[src/rtl/dtg_pkg.sv]
// Package: shared types for the dead-time gate.
// Assumes: nothing beyond IEEE 1800-2017.
package dtg_pkg;

    // Phase of one event as seen by the dead-time tracker.
    typedef enum logic [1:0] {
        PH_IDLE  = 2'd0,   // live, ready for a trigger
        PH_FRONT = 2'd1,   // input above lower threshold, not yet taken
        PH_BUSY  = 2'd2,   // converter has taken the event
        PH_RECOV = 2'd3    // fixed recovery window after a reset
    } gate_phase_t;

endpackage

[src/rtl/dtg_phase_fsm.sv]
// Module: dtg_phase_fsm
// Tracks one event from trigger to the end of the recovery window and
// drives the dead-time level and the peak-detector lockout.
// Assumes: reject_i/clear_i are single-clock pulses; conv_busy_i only
// rises after a trigger and stays up until a reset event.
module dtg_phase_fsm
    import dtg_pkg::*;
#(
    parameter int RECOV_CYC = 150
) (
    input  logic clk,
    input  logic rst_n,
    input  logic lld_i,
    input  logic conv_busy_i,
    input  logic anti_i,
    input  logic reject_i,
    input  logic clear_i,
    output logic dead_o,
    output logic pd_lock_o
);

    localparam int CW = (RECOV_CYC > 1) ? $clog2(RECOV_CYC) : 1;
    localparam logic [CW-1:0] LAST = CW'(RECOV_CYC - 1);

    gate_phase_t phase;
    logic [CW-1:0] rcnt;
    logic lld_q;
    logic trig;
    logic rst_evt;

    assign trig    = lld_i && !lld_q;
    assign rst_evt = reject_i || clear_i;

    // Remember the previous lower-discriminator level for edge detection.
    always_ff @(posedge clk) begin
        if (!rst_n) lld_q <= 1'b0;
        else        lld_q <= lld_i;
    end

    // Advance the event phase and the recovery-window counter.
    always_ff @(posedge clk) begin
        if (!rst_n) begin
            phase <= PH_IDLE;
            rcnt  <= '0;
        end else begin
            unique case (phase)
                PH_IDLE: begin
                    if (trig) phase <= PH_FRONT;
                end
                PH_FRONT: begin
                    if (rst_evt) begin
                        phase <= PH_RECOV;
                        rcnt  <= '0;
                    end else if (conv_busy_i && !anti_i) begin
                        phase <= PH_BUSY;
                    end else if (!lld_i) begin
                        phase <= PH_IDLE;
                    end
                end
                PH_BUSY: begin
                    if (rst_evt) begin
                        phase <= PH_RECOV;
                        rcnt  <= '0;
                    end
                end
                PH_RECOV: begin
                    if (rcnt == LAST) begin
                        phase <= PH_IDLE;
                        rcnt  <= '0;
                    end else begin
                        rcnt <= rcnt + 1'b1;
                    end
                end
                default: phase <= PH_IDLE;
            endcase
        end
    end

    // Outputs decode the registered phase.
    assign dead_o    = (phase != PH_IDLE);
    assign pd_lock_o = (phase == PH_RECOV);

    a_r2_dead_after_trigger: assert property (@(posedge clk) disable iff (!rst_n)
        (phase == PH_IDLE && trig) |=> dead_o);

    a_r6_idle_stays_live: assert property (@(posedge clk) disable iff (!rst_n)
        (phase == PH_IDLE && !trig) |=> !dead_o);

    a_r3_busy_holds_dead: assert property (@(posedge clk) disable iff (!rst_n)
        (phase == PH_BUSY && !rst_evt) |=> (dead_o && !pd_lock_o));

    a_r3_lock_within_dead: assert property (@(posedge clk) disable iff (!rst_n)
        pd_lock_o |-> dead_o);

    a_r4_reset_opens_window: assert property (@(posedge clk) disable iff (!rst_n)
        ((phase == PH_FRONT || phase == PH_BUSY) && rst_evt) |=> (pd_lock_o && rcnt == '0));

    a_r7_window_not_restarted: assert property (@(posedge clk) disable iff (!rst_n)
        (pd_lock_o && rcnt != LAST) |=> (pd_lock_o && rcnt == $past(rcnt) + 1'b1));

    a_r5_untaken_follows_lld: assert property (@(posedge clk) disable iff (!rst_n)
        (phase == PH_FRONT && !lld_i && !conv_busy_i && !rst_evt) |=> !dead_o);

endmodule

[src/rtl/dtg_live_count.sv]
// Module: dtg_live_count
// Counts reference ticks while dead time is low; saturates at all ones.
// Assumes: dead_i is a registered level from the phase tracker.
module dtg_live_count #(
    parameter int LIVE_W = 24
) (
    input  logic              clk,
    input  logic              rst_n,
    input  logic              dead_i,
    input  logic              tick_i,
    input  logic              clr_i,
    output logic [LIVE_W-1:0] cnt_o
);

    localparam logic [LIVE_W-1:0] FULL = {LIVE_W{1'b1}};

    logic at_full;
    assign at_full = (cnt_o == FULL);

    // Clear has priority; otherwise count live ticks until full.
    always_ff @(posedge clk) begin
        if (!rst_n)                           cnt_o <= '0;
        else if (clr_i)                       cnt_o <= '0;
        else if (tick_i && !dead_i && !at_full) cnt_o <= cnt_o + 1'b1;
    end

    a_r8_count_live_tick: assert property (@(posedge clk) disable iff (!rst_n)
        (!clr_i && tick_i && !dead_i && !at_full) |=> (cnt_o == $past(cnt_o) + 1'b1));

    a_r8_hold_when_dead: assert property (@(posedge clk) disable iff (!rst_n)
        (!clr_i && dead_i) |=> $stable(cnt_o));

    a_r9_saturate: assert property (@(posedge clk) disable iff (!rst_n)
        (!clr_i && at_full) |=> (cnt_o == FULL));

    a_r10_clear_wins: assert property (@(posedge clk) disable iff (!rst_n)
        clr_i |=> (cnt_o == '0));

endmodule

[src/rtl/deadtime_gate.sv]
// Module: deadtime_gate (top)
// Produces the dead-time level, the peak-detector lockout and a
// saturating live-time count gated by the dead-time level.
// Assumes: all inputs are synchronous to clk.
module deadtime_gate #(
    parameter int RECOV_CYC = 150,
    parameter int LIVE_W    = 24
) (
    input  logic              clk,
    input  logic              rst_n,
    input  logic              lld_i,
    input  logic              conv_busy_i,
    input  logic              anti_i,
    input  logic              reject_i,
    input  logic              clear_i,
    input  logic              tick_i,
    input  logic              live_clr_i,
    output logic              dead_o,
    output logic              pd_lock_o,
    output logic [LIVE_W-1:0] live_cnt_o
);

    logic dead_w;

    // Event phase tracker.
    dtg_phase_fsm #(.RECOV_CYC(RECOV_CYC)) u_fsm (
        .clk         (clk),
        .rst_n       (rst_n),
        .lld_i       (lld_i),
        .conv_busy_i (conv_busy_i),
        .anti_i      (anti_i),
        .reject_i    (reject_i),
        .clear_i     (clear_i),
        .dead_o      (dead_w),
        .pd_lock_o   (pd_lock_o)
    );

    // Live-time tick counter.
    dtg_live_count #(.LIVE_W(LIVE_W)) u_live (
        .clk    (clk),
        .rst_n  (rst_n),
        .dead_i (dead_w),
        .tick_i (tick_i),
        .clr_i  (live_clr_i),
        .cnt_o  (live_cnt_o)
    );

    assign dead_o = dead_w;

    a_r1_reset_state: assert property (@(posedge clk)
        !rst_n |=> (!dead_o && !pd_lock_o && live_cnt_o == '0));

endmodule

[config.mk]
export PLATFORM = sky130hd
export DESIGN_NAME = deadtime_gate
export DESIGN_NICKNAME = d
export VERILOG_FILES = /design/src/rtl/dtg_pkg.sv /design/src/rtl/dtg_phase_fsm.sv /design/src/rtl/dtg_live_count.sv /design/src/rtl/deadtime_gate.sv
export SDC_FILE = /design/constraint.sdc
export NUM_CORES = 1
export LEC_CHECK = 0
export ABC_AREA = 1
export BUFFER_PORTS_ARGS = -buffer_cell sky130_fd_sc_hd__buf_2
export CORE_AREA = 2 2 69 71
export CTS_CLUSTER_SIZE = 12
export DETAILED_ROUTE_END_ITERATION = 16
export DIE_AREA = 0 0 71 73
export MAX_ROUTING_LAYER = met4
export PLACE_DENSITY = 0.81
export SYNTH_ARGS = -nofsm -noshare
export SYNTH_HDL_FRONTEND = slang
export SYNTH_SLANG_ARGS = --single-unit
[constraint.sdc]
create_clock -name clk -period 3.06 [get_ports clk]
set_clock_uncertainty 0.15 [all_clocks]
set_input_delay 0.612 -clock clk [delete_from_list [all_inputs] [get_ports clk]]
set_output_delay 0.612 -clock clk [all_outputs]
set_load 0.03 [all_outputs]
-- Yosys cells after proc, flatten, opt, wreduce, memory -nomap -nowiden
Index checks and enable logic that the tools add are counted.
- register bits after elaboration: 35
- input bits: 9
- output and inout port bits: 26
- word-level logic and storage cells: 43
- add/subtract/negate cells: 2
- equal/unequal tests: 10
- mux-type cells: 10
- bitwise gates (word level): 1
- reductions and logical operators: 16
- operator list (cell ; count):
    $add 24x1->24 const B ; 1
    $eq 24x24->1 const B ; 1
    $mux 8 ; 2
    $pmux 8 s2 ; 1
    $mux 2 ; 6
    $add 8x1->8 const B ; 1
    $eq 8x8->1 const B ; 1
    $ne 2x1->1 const B ; 4
    $pmux 2 s4 ; 1
    $eq 2x2->1 const B ; 2
    $logic_and 1x1->1 ; 4
    $logic_not 1->1 ; 4
    $ne 4x2->1 const B ; 1
    $reduce_and 4->1 ; 1
    $reduce_bool 2->1 ; 2
    $reduce_or 2->1 ; 2
    $eq 2x1->1 const B ; 1
    $logic_not 2->1 ; 1
    $reduce_and 2->1 ; 1
    $logic_or 1x1->1 ; 1
    $not 1->1 ; 1

-- Longest topological paths before layout
Gate-level depths: netlist (run 1).
- word-level depth: 5
- mapped depth: 11
- depth with buffers taken out: 11

-- Cells and area by module
Synthesis (run 1) repeated with hierarchy kept, for this count alone.
- cells, all modules: 336
- area, all modules: 2170.8 um^2
- by module, submodules not included (module ; instances ; cells each ; area each (um^2) ; seq. area each (um^2)):
    dtg_live_count ; 1 ; 227 ; 1472.7 ; 480.5
    dtg_phase_fsm ; 1 ; 109 ; 698.2 ; 220.2

-- Worst setup path before layout (run 1)
Ideal clock, no wire load.
- path kind: register to register
- from: register u_live.cnt_o[0]
- to: register u_live.cnt_o[10]
- library setup time: 0.067 ns
- arrival: 1.687 ns
- data required time: 2.843 ns
- setup slack: 1.156 ns
- stages on the path, launching flop included: 11
- buffers on the path: 1
- clock period less this slack: 1.904 ns
- path through: dfxtp_1 > ha_1 > nand2_2 > nor2_4 > nand2_2 > nor2_4 > nand2_1 > buf_6 > nand2_8 > nand2_1 > a21oi_2
- longest elaborated chain between the ends: 3
- elaborated cells between the ends (all ways): 4
- classes of those cells: add/sub (1); eq/ne (1); reduce/logical (2)
- ends and longest elaborated chain (item ; line ; text):
    from (decl) ; dtg_live_count.sv:12 ; output logic [LIVE_W-1:0] cnt_o
    from (signal assigned) ; dtg_live_count.sv:24 ; else if (tick_i && !dead_i && !at_full) cnt_o <= cnt_o + 1'b1;
    parallel branches: the longest is 3 deep, another holds $add 24x1->24 ; -- ;
Parallel ways; which one is timed is not known.
A chain may end at the register's enable or synchronous reset.

-- Worst setup path after layout (run 1)
- from: register u_live.cnt_o[0]
- to: register u_live.cnt_o[0]
The elaborated chain is that of the path after synthesis.

==> impl_metrics.yaml, run 1 <==
placement:
  finalWeightedCongestion: 0.881
  post-dp-hpwl_um: 3550
  portBuffers: 34
clocking:
  cts_tree: "yes"
  htreeDepth: 2
  hold_buffers: 0
  numCtsBuffers: 5
  clkSinkCount: 35
  ctsResizeCount: 0
  clk_pin_slew_ns: 0.07
  post_cts_buffers: 0
  clock-root-buffer: "clkbuf_8"
  clk_path_buf_depth: 2
  clk-insertion-delay-late_ns: 0.29
setup_path:
  path_buf_inv: 0
  cp_slowest_cell: "nand2_1"
  worst-path-max-fanout: 20
  critPathKind: "reg2reg"
  required_ns: 3.12
  cp.arrival_ns: 2.28
  cp_top_family: "simple AND/OR/NAND/NOR gates"
  cp_slowest_stage_delay_ns: 0.45
  endpoint_kind: "flop"
  path_cells: "ha_1 -> nand2_2 -> nor2_4 -> nand2_2 -> nor2_4 -> nand2_1 -> nand2_8 -> nand2_1 -> a21oi_1"
  start_kind: "flop"
synthesis:
  yosysTopAreaCell: "dfxtp_1"
  synth_edf_count: 0
  yosysMostFrequentCell: "nand2_1"
  ys_warn_count: 0
  netlist_instances: 351
  syn-num-nets: 368
  synthDominantCellAreaShare_pct: 32.4
  yosys-top-cells-area: "dfxtp_1 (32%), nand2_1 (18%), nor2_1 (11%), nand3_1 (7.6%), inv_1 (6.9%)"
  synthFlopType: "dfxtp_1"
  ys_types: 27
  synth.avg_cell_area_sq_um: 6.16
  yosys-top-cells-count: "nand2_1 (105), nor2_1 (66), inv_1 (40), dfxtp_1 (35), nand3_1 (33)"
  yosysSeqAreaShare_pct: 32.4
  yosys_register_bits: 35
  async_flop_share_pct: 0
  syn-cell-area_sq_mm: 0.00216
run:
  maxCapViolCount: 0
route:
  routed_wl_um: 4570
  antenna_left: 0
  vias: 2192
  drc_errors: 0
  firstDrtPassIters: 4
  drt-vias-per-instance: 4.93
  wire_per_inst_um: 10.3
  drt_iter0_markers: 121
cells_and_area:
  layout.nets: 407
  drive_gt1_share_pct: 15.6
  utilization_pct: 54.4
  fill_cells: 449
  num_antenna_cells: 0
  area_growth_pct: 14.2
floorplan:
  die_area_sq_mm: 0.00518
  start_util_pct: 47.6
  coreArea_sq_mm: 0.00454
  pin_count: 35
  die_h_um: 73
  row_count: 25
  die_w_um: 71
timing:
  setup-tns-final_ns: 0
  hold_viol_final: 0
  finalCritPeriodShare_pct: 72.5
  finalCriticalPeriod_ns: 2.22
  grt_setup_unrepaired: "false"
  max_slew.worst_pin.slew_ns: 0.741
  slew_headroom_pct: 50.5
  finalSetupViolations: 0
  slew_violations: 0
  fmax_mhz: 451
global_routing:
  grt_pass1_wl_um: 8070
  grt_overflow: 0
  antenna_found_initial: 0
  track_usage_pct: 19.6
  grt_pass1_vias: 1927
  grt_max_degree: 21
power_and_ir_drop:
  peakVddDrop_uv: 299
  leakagePower_uw: 0.00112
  p_per_area_mw_per_mm2: 474
hold_path:
  holdCritPathClass: "reg2reg"
run_status:
  outcome: "finished clean"
-- flip-flops by register name, indices dropped and copies added, names as in the netlist, named ones only --
signal / cells
u_live.cnt_o: 24
u_fsm.rcnt: 8
u_fsm.lld_q: 1
u_fsm.phase: 1
-- per-layer routing --
metal,GRT usage [%],wire [um],share of wire [%]
met5,-,0,0
met1,23.1,2160,47
met3,3.87,147,3.2
met2,33.4,2190,48
met4,6.92,77,1.7
-- placed cells by master, fill, tap and decap left out, drive strengths merged --
master	Yosys	routed
dfxtp	35	35
xor2	3	3
nand3b	4	4
nand4	8	8
ha	8	8
nor2	71	71
nand3	34	34
inv	45	45
clkinv	2	5
a21oi	17	17
or2	2	2
nor3	4	4
o21ai	5	5
nor3b	1	1
buf	3	35
nand2	109	109
clkbuf	0	5
-- stage by stage --
| step | total power (uW) | setup WS, ns | area [sq um] | hold slack [ns] | std cells |
|---|---|---|---|---|---|
| floorplan | 779 | 1.16 | 2160 | 0.333 | 351 |
| global placement | 845 | 0.950 | 2380 | 0.331 | 437 |
| detailed placement | 859 | 0.854 | 2380 | 0.354 | 437 |
| CTS | 1180 | 0.851 | 2470 | 0.363 | 445 |
| global route | 1260 | 0.654 | 2470 | 0.385 | 445 |
| finish | 1170 | 0.842 | 2470 | 0.366 | 445 |
-- area by class of cell --
class / instances / area (sq um) / area share (%)
clock inverters: 3 / 15.0 / 0.608
clock buffers: 5 / 68.8 / 2.79
flip-flops and latches: 35 / 701 / 28.4
well taps: 54 / 67.6 / 2.74
multi-input cells: 266 / 1260 / 51.1
inverters: 47 / 176 / 7.15
repair buffers: 35 / 178 / 7.20
-- power breakdown --
part	switching [uW]	internal (uW)
Clock	166	156
Combinational	218	116
Sequential	32.1	482
-- worst paths after layout --
kind                                                   start                            to  slack, ns  depth (start not counted)
worst min register to register  u_live.cnt_o[1]$_SDFFE_PP0P_  u_live.cnt_o[1]$_SDFFE_PP0P_       0.37                          2
worst min-delay path            u_live.cnt_o[1]$_SDFFE_PP0P_  u_live.cnt_o[1]$_SDFFE_PP0P_       0.37                          2
worst max register to register  u_live.cnt_o[0]$_SDFFE_PP0P_  u_live.cnt_o[0]$_SDFFE_PP0P_       0.84                          9
worst max-delay path            u_live.cnt_o[0]$_SDFFE_PP0P_  u_live.cnt_o[0]$_SDFFE_PP0P_       0.84                          9
-- logic make-up after synthesis --
| group | Yosys count | synth area share [%] |
|---|---|---|
| AO/OA/AOI/OAI | 22 | 5.27 |
| AND/OR/NAND/NOR | 233 | 47.3 |
| flip-flops | 35 | 32.4 |
| adder cells (fa/ha/maj) | 8 | 4.63 |
| buffers and inverters | 50 | 9.15 |
| XOR/XNOR | 3 | 1.22 |
-- worst min-delay path: stages, from the launching register on --
cell	delay, ns
dfxtp_1	0.34
nand2_1	0.08
a21oi_1	0.05
(Power assumes the default switching activity.)
==> run 2: changes to the inputs <==
Settings changed: PLACE_DENSITY 0.81 to 0.83.
Clock period 3.06 ns to 1.95 ns, I/O delays scaled along.
==> impl_metrics.yaml, run 2 (synthesized netlist as in run 1, its figures left out) <==
power_and_ir_drop:
  power_frac_clock_pct: 33.0
  p_per_area_mw_per_mm2: 801
  p_comb_share_pct: 28.4
  leakagePower_uw: 0.00116
  p_sw_share_pct: 32.9
  p_sw_uw: 679
  pwr-share-seq_pct: 38.5
  p_int_uw: 1390
  peakVddDrop_uv: 752
clocking:
  htreeDepth: 2
  clk_path_buf_depth: 2
  clkSinkCount: 35
  hold_buffers: 0
  cts_tree: "yes"
  clk-insertion-delay-late_ns: 0.29
  clk_pin_slew_ns: 0.08
  clock-root-buffer: "clkbuf_8"
  numCtsBuffers: 5
  post_cts_buffers: 0
route:
  antenna_left: 0
  drt_iter0_markers: 212
  drc_errors: 0
  drt-vias-per-instance: 5.11
  vias: 2300
  firstDrtPassIters: 6
  routed_wl_um: 4850
  wire_per_inst_um: 10.8
placement:
  finalWeightedCongestion: 0.887
  portBuffers: 34
  post-dp-hpwl_um: 3610
  place_area_sq_mm: 0.00242
global_routing:
  grt-busiest-layer: "met2"
  grt_util_met2_pct: 36.0
  track_usage_pct: 20.6
  grt_pass1_vias: 2031
  antenna_found_initial: 0
  grt_overflow: 0
  use_met1_pct: 23.1
  grt_max_degree: 19
  grt_use_met3_pct: 4.56
  grt_pass1_wl_um: 8410
cells_and_area:
  drive_gt1_share_pct: 18.7
  layout.nets: 412
  fill_cells: 444
  regMostFlops: "u_live.cnt_o"
  largest_register_ffs: 24
  fin_area_sq_mm: 0.00258
  final_cell_mix: "nand2_1 (103), nor2_1 (63), inv_1 (40)"
  layout_commonest_cell: "nand2_1"
  area_growth_pct: 19.3
  num_antenna_cells: 0
  reg_top3: "u_live.cnt_o x24, u_fsm.rcnt x8"
  utilization_pct: 56.8
hold_path:
  holdCritPathClass: "in2reg"
  hold_end: "u_fsm.lld_q$_SDFF_PN0_"
  min_path_cells: 3
  hold_path.startpoint: "lld_i"
timing:
  fmax_mhz: 562
  finalCritPeriodShare_pct: 91.3
  max_slew.worst_pin.slew_ns: 0.267
  hold_viol_final: 0
  slew_violations: 0
  slew_headroom_pct: 82.1
  finalCriticalPeriod_ns: 1.78
  finalSetupViolations: 0
  grt_setup_unrepaired: "false"
  setup-tns-final_ns: 0
floorplan:
  die_w_um: 71
  row_count: 25
  start_util_pct: 47.6
  pin_count: 35
  die_h_um: 73
  coreArea_sq_mm: 0.00454
  die_area_sq_mm: 0.00518
setup_path:
  reg2reg_depth: 10
  r2r-start: "u_live.cnt_o[1]$_SDFFE_PP0P_"
  cp.arrival_ns: 1.86
  r2r-end: "u_live.cnt_o[10]$_SDFFE_PP0P_"
  regToRegSetupSlack_ns: 0.17
  worst-path-max-fanout: 12
  start_kind: "flop"
  critPathKind: "reg2reg"
  endpoint_kind: "flop"
  required_ns: 2.03
run:
  maxCapViolCount: 0
run_status:
  outcome: "finished clean"
run 2: worst max-delay path by stage:
stage / start / endpoint / slack [ns] / cells after the start
final: u_live.cnt_o[1]$_SDFFE_PP0P_ / u_live.cnt_o[10]$_SDFFE_PP0P_ / 0.17 / 10
after global routing: flop / u_fsm.rcnt[3]$_SDFFE_PN0P_ / 0.01 / 10
after CTS: flop / u_fsm.rcnt[5]$_SDFFE_PN0P_ / 0.05 / 10
after detailed placement: flop / u_fsm.rcnt[5]$_SDFFE_PN0P_ / 0.07 / 10
after global placement: flop / u_fsm.rcnt[5]$_SDFFE_PN0P_ / 0.10 / 10
after floorplan: u_live.cnt_o[0]$_SDFFE_PP0P_ / u_live.cnt_o[10]$_SDFFE_PP0P_ / 0.05 / 10
run 2: through the flow:
step	cells	total power, uW	worst slack (ns)	hold WS [ns]
after global routing	450	2200	0.0122	0.168
final	450	2060	0.170	0.163
after global placement	442	1360	0.100	0.326
after floorplan	351	1220	0.0458	0.333
after detailed placement	442	1370	0.0723	0.349
after CTS	450	2060	0.0461	0.151
run 2: repair_timing:
action | in CTS | in global routing
endpoints found under the setup margin | 0 | 30
hold endpoints to repair | 0 | 0
resized for setup | 0 | 11
run 2: power by group through the flow:
stage | sequential (uW) | clock, uW | combinational, uW
floorplan | 817 | 0 | 405
global placement | 807 | 0 | 550
detailed placement | 808 | 0 | 562
CTS | 792 | 705 | 565
global route | 804 | 731 | 666
finish | 796 | 682 | 587
run 2: worst max-delay path, cell delays in order, from the launching register on:
cell     delay (ns)
dfxtp_1        0.42
ha_4           0.19
nand2_2        0.08
nor2_4         0.13
nand2_2        0.09
nor2_4         0.11
nand2_1        0.08
buf_4          0.19
nand2_8        0.09
nand2_1        0.06
a21oi_2        0.12
run 2: area by class of cell:
type / count / area [sq um] / share of cell area, %
inverter: 47 / 176 / 6.84
sequential: 35 / 703 / 27.3
timing repair buffer: 40 / 215 / 8.35
tap: 54 / 67.6 / 2.62
clock buffer: 6 / 82.6 / 3.20
multi-input combinational: 266 / 1300 / 50.3
clock inverter: 2 / 35.0 / 1.36
run 2: layer usage:
metal	vias up	part of all wire, %
met5	-	0
met2	55	51
li1	1188	-
met4	0	0.76
met1	1053	44
met3	4	4.7
